[config.mk]
export PLATFORM = sky130hd
export DESIGN_NAME = pin_input_cell
export DESIGN_NICKNAME = d
export VERILOG_FILES = /design/src/rtl/pin_input_cell.sv
export SDC_FILE = /design/constraint.sdc
export NUM_CORES = 1
export LEC_CHECK = 0
export BUFFER_PORTS_ARGS = -buffer_cell sky130_fd_sc_hd__buf_4
export CORE_AREA = 2 2 39 41
export CTS_CLUSTER_SIZE = 8
export DETAILED_ROUTE_END_ITERATION = 8
export DIE_AREA = 0 0 41 43
export GPL_TIMING_DRIVEN = 0
export MAX_ROUTING_LAYER = met4
export PLACE_DENSITY = 0.47
export SYNTH_ARGS = -nofsm -noshare
export SYNTH_HDL_FRONTEND = slang
export SYNTH_SLANG_ARGS = --single-unit
[constraint.sdc]
create_clock -name clk -period 3.1 [get_ports clk]
set_clock_uncertainty 0.05 [all_clocks]
set_input_delay 0.31 -clock clk [delete_from_list [all_inputs] [get_ports clk]]
set_output_delay 0.31 -clock clk [all_outputs]
set_load 0.01 [all_outputs]
[src/rtl/pin_input_cell.sv]
module pin_input_cell #(
  parameter int NCLK = 4,
  parameter bit CLK_CAPABLE = 1'b1,
  localparam int SEL_W = (NCLK > 1) ? $clog2(NCLK) : 1
) (
  input  logic             clk,
  input  logic             rst_n,
  input  logic             pin,
  input  logic [NCLK-1:0]  cap_clk,
  input  logic [SEL_W-1:0] clk_sel,
  input  logic [1:0]       mode,
  input  logic             pol,
  output logic             route_out,
  output logic             clk_feed
);

  localparam logic [1:0] M_PASS  = 2'd0;
  localparam logic [1:0] M_REG   = 2'd1;
  localparam logic [1:0] M_DBL   = 2'd2;
  localparam logic [1:0] M_LATCH = 2'd3;

  logic lvl, lvl_q, edge_hit;
  logic stage1, stage2, held;
  logic data_sel;

  assign lvl      = cap_clk[clk_sel] ^ pol;
  assign edge_hit = lvl & ~lvl_q;

  always_ff @(posedge clk or negedge rst_n) begin
    if (!rst_n) begin
      lvl_q  <= 1'b1;
      stage1 <= 1'b0;
      stage2 <= 1'b0;
      held   <= 1'b0;
    end else begin
      lvl_q <= lvl;
      if (edge_hit) begin
        stage1 <= pin;
        stage2 <= stage1;
      end
      if (lvl) held <= pin;
    end
  end

  always_comb begin
    case (mode)
      M_PASS:  data_sel = pin;
      M_REG:   data_sel = stage1;
      M_DBL:   data_sel = stage2;
      default: data_sel = lvl ? pin : held;
    endcase
  end

  assign route_out = rst_n & data_sel;

  generate
    if (CLK_CAPABLE) begin : g_feed
      assign clk_feed = pin ^ pol;
    end else begin : g_nofeed
      assign clk_feed = 1'b0;
    end
  endgenerate

  always_comb begin
    if (!rst_n) a_r8_zero_in_reset: assert (route_out == 1'b0);
  end

  a_r2_hold_between_edges: assert property (@(posedge clk) disable iff (!rst_n)
    !edge_hit |=> $stable(stage1) && $stable(stage2));

  a_r3_stage_shift: assert property (@(posedge clk) disable iff (!rst_n)
    edge_hit |=> (stage2 == $past(stage1)) && (stage1 == $past(pin)));

  a_r4_latch_tracks: assert property (@(posedge clk) disable iff (!rst_n)
    lvl |=> (held == $past(pin)));

  a_r4_latch_holds: assert property (@(posedge clk) disable iff (!rst_n)
    !lvl |=> $stable(held));

endmodule

After elaboration in Yosys (flattened, before gate mapping). Index checks and enable logic that the tools add are counted.

Order comparisons: 1. Eq/ne operators: 2. Muxes and demuxes: 4. Bitwise operators: 5. Reduce and logical (&&, ||, !) cells: 1.

Operators with widths (number): 2-bit by 3-bit < comparator with 1-bit output, second input constant (1); 1-bit case mux with 3 select lines (1); 1-bit AND (2); 1-bit binary-select mux with 2-bit select (1); 2-bit by 1-bit == test with 1-bit output, second input constant (1); 2-bit == test, second input constant (1); 2-bit zero test (1); 1-bit two-way mux (2); 1-bit XOR (2); 1-bit inverter (1).

Flip-flop bits (word level): 4. Input bits: 12. Output and inout bits: 2.

Depth between registers and ports, before layout.
Depth after elaboration: 6. Mapped depth: 4. Depth with buffers taken out: 4.

Worst setup path after synthesis. Ideal clock, no wire load.

Path kind: in2out. From: in clk_sel[0]. To: out route_out. Arrival time: 1573 ps. Path slack: 1167 ps. Cell stages on the path: 4. Buffers on the path: 0. Cells stage by stage: mux4_2 -> xnor2_2 -> mux2_4 -> o211a_1.

Longest elaborated chain between the ends: 6.

RTL lines: from (decl) (line 10) `input logic [SEL_W-1:0] clk_sel,`; 1-bit binary-select mux with 2-bit select (line 26) `assign lvl = cap_clk[clk_sel] ^ pol;`; 1-bit two-way mux (implied by the code) (line 26); 1-bit XOR (line 26); 1-bit two-way mux; 1-bit case mux with 3 select lines (line 46) `case (mode)`; 1-bit AND (line 54) `assign route_out = rst_n & data_sel;`; to (decl) (line 13) `output logic route_out,`.

Every way passes these cells. The select of a mux whose other input is x is not followed.

Final worst setup path. Same ends and word-level chain as after synthesis.

==> impl_metrics.json <==
{
  "synth-seq-area-share_pct": 44.5,
  "p_leak_nw": 0.189,
  "intPower_uw": 155,
  "final-setup-viol-count": 0,
  "diodes": 0,
  "pin_count": 14,
  "grt-ovfl-total": 0,
  "cts_htree_levels": 1,
  "route.detailed.wl_per_inst_um": 9.92,
  "grtUsageMet3_pct": 3.14,
  "row_count": 14,
  "grt.total_usage_pct": 8.50,
  "vias_per_cell": 4.20,
  "preCtsSetupSlack_ps": 915,
  "netlist.area_leader.share_pct": 33.0,
  "antenna_found_initial": 0,
  "critPathRequiredTime_ps": 2740,
  "fin_crit_ps": 2170,
  "netlist_instances": 17,
  "yosysMostFrequentCell": "dfrtp_1",
  "grt_use_met2_pct": 11.9,
  "drt.antenna.violating_nets": 0,
  "whs_ps": 296,
  "design.die.area_mm2": 0.00176,
  "numClockSinks": 4,
  "seqPwrFrac_pct": 38.0,
  "grt_pass1_vias": 244,
  "cts-root-buf": "clkbuf_4",
  "cts_tree": "yes",
  "synth_flop_cell": "dfrtp_1",
  "fin_ws_ps": 929,
  "end_kind": "primary output",
  "synthArstFlopShare_pct": 100,
  "cts.path.max_buffers": 2,
  "grt_pass1_wl_um": 910,
  "hold_path_class": "in -> reg",
  "synth-edff-count": 0,
  "cp.arrival_ps": 1810,
  "rsz0062_at_grt": "no",
  "p_sw_share_pct": 24.7,
  "timing.final.hold_violations": 0,
  "clkLatencyLatePin_ps": 230,
  "postPlaceCellArea_um2": 345,
  "finalCritPeriodShare_pct": 70.0,
  "numCtsBuffers": 3,
  "clk_pin_slew_ps": 40,
  "cp_max_fo": 3,
  "crit_type": "in -> out",
  "yosysUniqueCellTypes": 13,
  "syn2layout_area_growth_pct": 67.6,
  "worst_pin_slew_ps": 211,
  "setup_tns_ps": 0,
  "cp-start-kind": "input pin",
  "p_comb_share_pct": 27.1,
  "vias": 214,
  "p_switching_uw": 50.6,
  "die_h_um": 43,
  "yosysWarnings": 0,
  "gp_congestion": 0.615,
  "syn_avg_cell_area_um2": 13.4,
  "yosys_register_bits": 4,
  "port_buffers": 13,
  "finalInstanceArea_um2": 382,
  "max_cap_viol_count": 0,
  "grt.busiest_layer": "met2",
  "grt_max_degree": 6,
  "dr.pass1.iters": 3,
  "nets": 48,
  "grt_use_met1_pct": 7.57,
  "synth_common_cells": "dfrtp_1 (3), mux2_2 (2), o21ai_0 (2)",
  "drive_gt1_share_pct": 62.9,
  "status": "complete, no violations",
  "drv_slew": 0,
  "syn-num-nets": 29,
  "drc": 0,
  "drt_iter0_drc": 2,
  "fp.coreArea_mm2": 0.00138,
  "yosys-top-cells-area": "dfrtp_1 (33%), dfstp_2 (12%), mux2_2 (9.9%)",
  "utilization_pct": 27.6,
  "power.share.clock_pct": 34.9,
  "synth_area_um2": 228,
  "slew_headroom_pct": 85.9,
  "fmax_mhz": 461,
  "yosys.area.top_type": "dfrtp_1",
  "drt_wl_total_um": 506,
  "ir_worst_vdd_v": 0.000128,
  "die_x_um": 41,
  "power_density_mw_per_mm2": 538,
  "initial_core_util_pct": 16.5
}
[registers in the layout (all words and copies together) (netlist names)]
name    count
stage2      1
stage1      1
lvl_q       1
held        1
[kinds of logic after synthesis]
kind of cell	Yosys count	synth area share (%)
AO/OA/AOI/OAI	3	8.79
XOR/XNOR	2	11.0
AND/OR/NAND/NOR	2	3.29
multiplexers	5	30.8
buffers and inverters	1	1.65
flip-flops	4	44.5
[worst paths after layout]
kind	endpoint	cells past startpoint	slack, ps	from
worst max-delay path	route_out	6	930	clk_sel[0]
worst max register to register	stage1	2	2100	lvl_q
worst min-delay path	stage1	2	300	pin
min in group asynchronous	stage2	2	360	rst_n
worst min register to register	held	1	440	held
max in group asynchronous	lvl_q	2	2440	rst_n
[power by group through the flow]
| stage | combinational (mW) | sequential, mW | clock, mW |
|---|---|---|---|
| 6_report | 0.0556 | 0.0779 | 0.0717 |
| 5_1_grt | 0.0621 | 0.0797 | 0.0771 |
| 4_1_cts | 0.0567 | 0.0777 | 0.0752 |
| 3_5_place_dp | 0.0556 | 0.0784 | 0 |
| 3_3_place_gp | 0.0538 | 0.0775 | 0 |
| 2_1_floorplan | 0.0337 | 0.0753 | 0 |
[critical path, cell delays in order]
cell     delay (ps)
buf_4            80
mux4_2          510
xnor2_2         210
mux2_4          330
o211a_1         220
buf_4           140
[metal layers]
layer	share of wire, %	wire length (µm)	vias to the layer above
met3	13	68	2
li1	-	-	97
met5	0	0	-
met2	47	236	16
met1	37	186	99
met4	3.0	15	0
[area by class of cell]
cell class / instances / area (µm²)
fillers: 149 / 1000
clock buffers: 4 / 26.3
repair buffers: 14 / 108
inverters: 1 / 3.75
flip-flops and latches: 4 / 101
multi-input cells: 12 / 123
well taps: 16 / 20.0
[repair_timing]
item                                   in CTS  in global routing
endpoints found under the hold margin       4                  0
hold buffers                                1                  0
resized for setup                           0                  0
setup buffers                               0                  0
[cells in the final DEF (no fill, tap or decap), drive strengths merged, types with 2 or more instances in the layout]
cell	n
clkbuf	4
dfrtp	3
mux2	3
buf	13
o21ai	2
[per-stage QoR]
step / total power, mW / instances
after global routing: 0.219 / 51
after detailed placement: 0.134 / 46
after global placement: 0.131 / 46
after floorplan: 0.109 / 17
after CTS: 0.210 / 51
final: 0.205 / 51
No activity file was read; power rests on OpenSTA's default activity.
